--- config.mk ---
export PLATFORM = sky130hd
export DESIGN_NAME = phy_dly_port
export DESIGN_NICKNAME = d
export VERILOG_FILES = /design/src/rtl/phy_dly_pkg.sv /design/src/rtl/phy_dly_cmd.sv /design/src/rtl/phy_dly_bank.sv /design/src/rtl/phy_dly_ack.sv /design/src/rtl/phy_dly_port.sv
export SDC_FILE = /design/constraint.sdc
export NUM_CORES = 1
export LEC_CHECK = 0
export BUFFER_PORTS_ARGS = -buffer_cell sky130_fd_sc_hd__buf_2
export CORE_ASPECT_RATIO = 0.7
export CORE_MARGIN = 2
export CORE_UTILIZATION = 40
export DETAILED_ROUTE_END_ITERATION = 12
export SYNTH_ARGS = -nofsm -noshare
export SYNTH_HDL_FRONTEND = slang
export SYNTH_SLANG_ARGS = --single-unit
--- constraint.sdc ---
create_clock -name clk -period 6.55 [get_ports clk]
set_clock_uncertainty 0.2 [all_clocks]
set_input_delay 1.31 -clock clk [delete_from_list [all_inputs] [get_ports clk]]
set_output_delay 1.31 -clock clk [all_outputs]
set_load 0.1 [all_outputs]
--- src/rtl/phy_dly_pkg.sv ---
package phy_dly_pkg;
   localparam int unsigned CMD_W     = 32;
   localparam int unsigned FLD_W     = 8;
   localparam int unsigned ADDR_LSB  = 0;
   localparam int unsigned WDAT_LSB  = 8;
   localparam int unsigned RDAT_LSB  = 16;
   localparam int unsigned WSTB_BIT  = 24;
   localparam int unsigned RSTB_BIT  = 25;
   localparam int unsigned ACK_BIT   = 26;
endpackage

--- src/rtl/phy_dly_cmd.sv ---
module phy_dly_cmd
   import phy_dly_pkg::*;
(
   input  logic             clk,
   input  logic             rst_n,
   input  logic             cmd_wr,
   input  logic [CMD_W-1:0] cmd_wdata,
   output logic [FLD_W-1:0] addr,
   output logic [FLD_W-1:0] wdata,
   output logic             wr_stb,
   output logic             rd_stb,
   output logic             wr_rise,
   output logic             rd_rise
);
   logic wr_d1, rd_d1;
   logic unused_cmd_bits;
   assign unused_cmd_bits = ^{cmd_wdata[CMD_W-1:RSTB_BIT+1], cmd_wdata[RDAT_LSB +: FLD_W]};

   always_ff @(posedge clk) begin
      if (!rst_n) begin
         addr   <= '0;
         wdata  <= '0;
         wr_stb <= 1'b0;
         rd_stb <= 1'b0;
         wr_d1  <= 1'b0;
         rd_d1  <= 1'b0;
      end else begin
         if (cmd_wr) begin
            addr   <= cmd_wdata[ADDR_LSB +: FLD_W];
            wdata  <= cmd_wdata[WDAT_LSB +: FLD_W];
            wr_stb <= cmd_wdata[WSTB_BIT];
            rd_stb <= cmd_wdata[RSTB_BIT];
         end
         wr_d1 <= wr_stb;
         rd_d1 <= rd_stb;
      end
   end

   assign wr_rise = wr_stb & ~wr_d1;
   assign rd_rise = rd_stb & ~rd_d1;

   // a rising edge lasts exactly one cycle
   assert_single_edge_R3: assert property (@(posedge clk) disable iff (!rst_n)
      wr_rise |=> !wr_rise);
endmodule

--- src/rtl/phy_dly_bank.sv ---
module phy_dly_bank
   import phy_dly_pkg::*;
#(
   parameter int unsigned N_ENT = 9,
   parameter int unsigned DLY_W = 8
)(
   input  logic                   clk,
   input  logic                   rst_n,
   input  logic [FLD_W-1:0]       addr,
   input  logic [FLD_W-1:0]       wdata,
   input  logic                   wr_en,
   input  logic                   rd_en,
   output logic [FLD_W-1:0]       rdata,
   output logic [N_ENT*DLY_W-1:0] dly_taps
);
   localparam int unsigned TAPS_W = N_ENT * DLY_W;

   generate
      if (N_ENT == 0 || N_ENT > (1 << FLD_W)) begin : g_bad_depth
         $error("phy_dly_bank: N_ENT out of range");
      end
      if (DLY_W == 0 || DLY_W > FLD_W) begin : g_bad_width
         $error("phy_dly_bank: DLY_W out of range");
      end
   endgenerate

   genvar k;
   generate
      for (k = 0; k < N_ENT; k++) begin : g_ent
         logic [DLY_W-1:0] ent_q;
         always_ff @(posedge clk) begin
            if (!rst_n)
               ent_q <= '0;
            else if (wr_en && addr == FLD_W'(k))
               ent_q <= wdata[DLY_W-1:0];
         end
         assign dly_taps[k*DLY_W +: DLY_W] = ent_q;
      end
   endgenerate

   logic [DLY_W-1:0] sel;
   always_comb begin
      sel = '0;
      for (int i = 0; i < N_ENT; i++)
         if (addr == FLD_W'(i)) sel = dly_taps[i*DLY_W +: DLY_W];
   end

   always_ff @(posedge clk) begin
      if (!rst_n)
         rdata <= '0;
      else if (rd_en)
         rdata <= FLD_W'(sel);
   end

   assert_hold_no_edge_R3: assert property (@(posedge clk) disable iff (!rst_n)
      !wr_en |=> $stable(dly_taps));
   assert_oob_write_R7: assert property (@(posedge clk) disable iff (!rst_n)
      (wr_en && int'(addr) >= int'(N_ENT)) |=> $stable(dly_taps));
   assert_oob_read_R7: assert property (@(posedge clk) disable iff (!rst_n)
      (rd_en && int'(addr) >= int'(N_ENT)) |=> (rdata == '0));
   assert_rdata_hold_R4: assert property (@(posedge clk) disable iff (!rst_n)
      !rd_en |=> $stable(rdata));
   logic unused_taps_w;
   assign unused_taps_w = (TAPS_W == 0);
endmodule

--- src/rtl/phy_dly_ack.sv ---
module phy_dly_ack (
   input  logic clk,
   input  logic rst_n,
   input  logic wr_rise,
   input  logic rd_rise,
   input  logic wr_stb,
   input  logic rd_stb,
   output logic ack
);
   always_ff @(posedge clk) begin
      if (!rst_n)
         ack <= 1'b0;
      else if (wr_rise || rd_rise)
         ack <= 1'b1;
      else if (!wr_stb && !rd_stb)
         ack <= 1'b0;
   end

   assert_ack_follows_edge_R5: assert property (@(posedge clk) disable iff (!rst_n)
      (wr_rise || rd_rise) |=> ack);
   assert_ack_drops_R6: assert property (@(posedge clk) disable iff (!rst_n)
      (!wr_stb && !rd_stb) |=> !ack);
   assert_ack_holds_R6: assert property (@(posedge clk) disable iff (!rst_n)
      (ack && (wr_stb || rd_stb)) |=> ack);
endmodule

--- src/rtl/phy_dly_port.sv ---
module phy_dly_port
   import phy_dly_pkg::*;
#(
   parameter int unsigned N_ENT = 9,
   parameter int unsigned DLY_W = 8
)(
   input  logic                   clk,
   input  logic                   rst_n,
   input  logic                   cmd_wr,
   input  logic [31:0]            cmd_wdata,
   output logic [31:0]            cmd_rdata,
   output logic [N_ENT*DLY_W-1:0] dly_taps
);
   logic [FLD_W-1:0] addr, wdata, rdata;
   logic wr_stb, rd_stb, wr_rise, rd_rise, ack;

   phy_dly_cmd u_cmd (
      .clk(clk), .rst_n(rst_n), .cmd_wr(cmd_wr), .cmd_wdata(cmd_wdata),
      .addr(addr), .wdata(wdata), .wr_stb(wr_stb), .rd_stb(rd_stb),
      .wr_rise(wr_rise), .rd_rise(rd_rise)
   );

   phy_dly_bank #(.N_ENT(N_ENT), .DLY_W(DLY_W)) u_bank (
      .clk(clk), .rst_n(rst_n), .addr(addr), .wdata(wdata),
      .wr_en(wr_rise), .rd_en(rd_rise), .rdata(rdata), .dly_taps(dly_taps)
   );

   phy_dly_ack u_ack (
      .clk(clk), .rst_n(rst_n), .wr_rise(wr_rise), .rd_rise(rd_rise),
      .wr_stb(wr_stb), .rd_stb(rd_stb), .ack(ack)
   );

   always_comb begin
      cmd_rdata = '0;
      cmd_rdata[ADDR_LSB +: FLD_W] = addr;
      cmd_rdata[WDAT_LSB +: FLD_W] = wdata;
      cmd_rdata[RDAT_LSB +: FLD_W] = rdata;
      cmd_rdata[WSTB_BIT] = wr_stb;
      cmd_rdata[RSTB_BIT] = rd_stb;
      cmd_rdata[ACK_BIT]  = ack;
   end

   assert_reset_clear_R8: assert property (@(posedge clk)
      !rst_n |=> (cmd_rdata == '0 && dly_taps == '0));
endmodule

==> impl_metrics.env <==
export IMPL_num_vias=3918
export IMPL_post_synth_num_cell_types=52
export IMPL_min_period_ns=3.44
export IMPL_drt_total_wl_mm=13.3
export IMPL_final_layout_size_suffix_gt1_frac=0.271
export IMPL_synth_top_cell_area_share=0.442
export IMPL_cell_internal_pwr_mw=0.992
export IMPL_power_density_relative_to_cell_area_mw_per_mm2=251
export IMPL_netlist_instances=482
export IMPL_cp_top_family="buffers and inverters"
export IMPL_critPathBufInv=2
export IMPL_area_growth_synth_to_final_pct=20.2
export IMPL_max_slew_worst_pin_slew_ns=0.874
export IMPL_die_height_um=93.4
export IMPL_p_seq_frac=0.468
export IMPL_rsz0062_at_grt="no"
export IMPL_cts_root_buf="sky130_fd_sc_hd__clkbuf_16"
export IMPL_worstSkewPairLatency_ns=0.35
export IMPL_slew_limit_headroom=0.413
export IMPL_mean_syn_cell_area_um2=9.49
export IMPL_synthArstFlopShare=0
export IMPL_detail_route_antenna_nets=0
export IMPL_grt_met1_usage=0.317
export IMPL_min_from="u_bank.rdata[0]"
export IMPL_fp_row_count=32
export IMPL_htree_num_levels=3
export IMPL_max_cap_violations=0
export IMPL_grt_pass1_wl_mm=20.4
export IMPL_timing_critical_path_arrival_ns=1.93
export IMPL_timing_hold_worst_class="register to register"
export IMPL_r2r_cells=4
export IMPL_nNetsFinal=607
export IMPL_grt_overflow_total=0
export IMPL_cts_reportedPaths_clkPinSlew_ns=0.07
export IMPL_maxSlewViolCount=0
export IMPL_detailed_place_hpwl_mm=9.47
export IMPL_setup_total_negative_slack_ns=0
export IMPL_quantity_of_gates_resized_following_cts=0
export IMPL_crit_path_top_delay_cell="sky130_fd_sc_hd__dfxtp_1"
export IMPL_yosys_area_top_type="sky130_fd_sc_hd__dfxtp_1"
export IMPL_clock_power_share=0.406
export IMPL_status="completed"
export IMPL_ctsLongestPathBuffers=2
export IMPL_synth_warnings=0
export IMPL_post_route_worst_setup_slack_ns=3.11
export IMPL_setup_worst_path_start="u_cmd.addr[1]"
export IMPL_post_cts_repair_setup_buffers=0
export IMPL_maximum_fanout_along_the_worst_path=28
export IMPL_filler_cell_count=1099
export IMPL_vdd_drop_max_mv=0.133
export IMPL_power_switching_mw=0.390
export IMPL_power_share_switching=0.282
export IMPL_critPathCaptureType="output pin"
export IMPL_syn_area_mm2=0.00457
export IMPL_setup_worst_path_class="register to output pin"
export IMPL_detail_route_iter0_violations=317
export IMPL_ff2ff_setup_slack_ns=3.68
export IMPL_synthFlopType="sky130_fd_sc_hd__dfxtp_1"
export IMPL_synth_commonest_cells="101 x sky130_fd_sc_hd__dfxtp_1, 96 x sky130_fd_sc_hd__nor2_1, 95 x sky130_fd_sc_hd__mux2i_1"
export IMPL_synth_most_common_cell="sky130_fd_sc_hd__dfxtp_1"
export IMPL_synth_enable_flop_cells=0
export IMPL_placed_cells=714
export IMPL_hold_fix_buffers_cts=0
export IMPL_critical_path_cell_sequence="buf_4, buf_2"
export IMPL_timing_rr_end="u_bank.g_ent[7].ent_q[7]"
export IMPL_routedWlPerCell_um=18.2
export IMPL_antenna_cells_inserted=0
export IMPL_setup_violations_final=0
export IMPL_grt_total_usage=0.218
export IMPL_crit_path_max_incr_delay_ns=0.66
export IMPL_drc_errors=0
export IMPL_final_cells=728
export IMPL_cts_tree="built"
export IMPL_use_met2=0.323
export IMPL_grt_start_max_net_pins=66
export IMPL_ys_top_cells_by_area="sky130_fd_sc_hd__dfxtp_1 44%, sky130_fd_sc_hd__mux2i_1 21%, sky130_fd_sc_hd__nor2_1 7.9%"
export IMPL_antenna_found_initial=0
export IMPL_p_comb_frac=0.126
export IMPL_vias_in_the_first_global_route=3566
export IMPL_floorplan_initialDensity=0.412
export IMPL_multiInputGateArea_mm2=0.00233
export IMPL_io_buffer_count=119
export IMPL_worstHoldPathCells=2
export IMPL_first_pass_iteration_count_of_the_detailed_router=5
export IMPL_type_of_element_launching_the_critical_path="register"
export IMPL_global_route_track_usage_on_met3=0.0504
export IMPL_critPathRequiredTime_ns=5.04
export IMPL_total_leakage_power_nw=2.78
export IMPL_yosys_register_bits=101
export IMPL_holdPathEnd="u_bank.rdata[0]"
export IMPL_register_area_mm2=0.00202
export IMPL_crit_reg2reg_launch="u_cmd.addr[2]"
export IMPL_hold_viol=0
export IMPL_gpl_final_weighted_congestion=0.822
export IMPL_finalCoreUtilization=0.496
export IMPL_core_region_area_mm2=0.0111
export IMPL_dieWidth_um=132
export IMPL_dieArea_mm2=0.0123
export IMPL_ioPinCount=139
export IMPL_gr_max_usage_layer="met2"
export IMPL_seq_area_frac_synth=0.442
export IMPL_cts_buffers_inserted=9
export IMPL_place_worst_setup_slack_ns=3.48
export IMPL_fmax_mhz=291
export IMPL_clkSinkCount=101
export IMPL_finalCritPeriodShare=0.525
export IMPL_post_drt_via_cell_ratio=5.38
[state kept, by name, indices dropped and copies added, names as in the netlist]
| signal | count |
|---|---|
| u_bank.g_ent.ent_q | 72 |
| u_bank.rdata | 8 |
| u_cmd.addr | 8 |
| u_cmd.wdata | 8 |
| u_ack.ack | 1 |
| u_cmd.rd_d1 | 1 |
| u_cmd.rd_stb | 1 |
| u_cmd.wr_d1 | 1 |
| u_cmd.wr_stb | 1 |
[cell type report]
class,count,share of cell area
multi-input cells,332,0.425
inverters,5,0.00341
flip-flops and latches,101,0.368
repair buffers,123,0.114
clock buffers,10,0.0417
clock inverters,4,0.0137
well taps,153,0.0348
[power by group through the flow]
stage / logic [mW] / registers, mW / clock network (mW)
5_1_grt: 0.183 / 0.648 / 0.596
6_report: 0.174 / 0.646 / 0.561
4_1_cts: 0.174 / 0.646 / 0.569
3_3_place_gp: 0.173 / 0.660 / 0
2_1_floorplan: 0.100 / 0.700 / 0
3_5_place_dp: 0.174 / 0.660 / 0
[placed cells by master (no fill, tap or decap), drive strengths merged, types with 2 or more instances in the layout]
cell	n
nand4b	2
nor3	7
nor4b	3
mux4	4
o21ai	17
inv	4
or3b	2
and2	3
buf	123
o211ai	2
a32o	5
nand2	14
nand3	14
a21oi	8
o21bai	2
nand2b	4
a22oi	2
nor2	96
conb	5
nor2b	9
clkbuf	10
a31oi	3
o22ai	2
bufinv	2
nor4bb	2
clkinvlp	2
a211oi	5
mux2i	95
nor3b	3
nand3b	2
dfxtp	101
or4bb	3
nor4	3
[stage by stage]
stage                     cell area, um2  hold WS [ns]  total power, mW
after floorplan                     4590         0.275            0.800
after detailed placement            5190         0.289            0.834
final                               5500         0.292             1.38
after CTS                           5500         0.298             1.39
after global routing                5500         0.334             1.43
after global placement              5190         0.285            0.833
[metal layers]
metal	up-vias	wire [um]	part of all wire
li1	1853	-	-
met1	1907	6440	0.49
met2	144	5680	0.43
met3	14	960	0.072
met4	0	176	0.013
met5	-	0	0
[cell families (layout without fill, tap and decap cells)]
family,after synthesis,after routing,synth area share
AND/OR/NAND/NOR,171,171,0.192
AO/OA/AOI/OAI,56,56,0.0829
other,1,5,0.000820
multiplexers,100,100,0.230
flip-flops,101,101,0.442
buffers and inverters,53,142,0.0517
[worst min-delay path, cell delays in order, from the launching register on]
cell and delay, ns:
sky130_fd_sc_hd__dfxtp_1 0.32, sky130_fd_sc_hd__nand3_1 0.06, sky130_fd_sc_hd__nand3_1 0.05
[worst max path at each step]
stage | endpoint | slack, ns | cells after the start
2_1_floorplan | u_bank.g_ent[7].ent_q[1] | 3.67 | 6
3_3_place_gp | cmd_rdata[1] | 3.50 | 2
3_5_place_dp | cmd_rdata[1] | 3.48 | 2
4_1_cts | cmd_rdata[1] | 3.10 | 2
5_1_grt | cmd_rdata[1] | 2.98 | 2
6_report | cmd_rdata[1] | 3.11 | 2
Power figures use the tool's default switching activity.
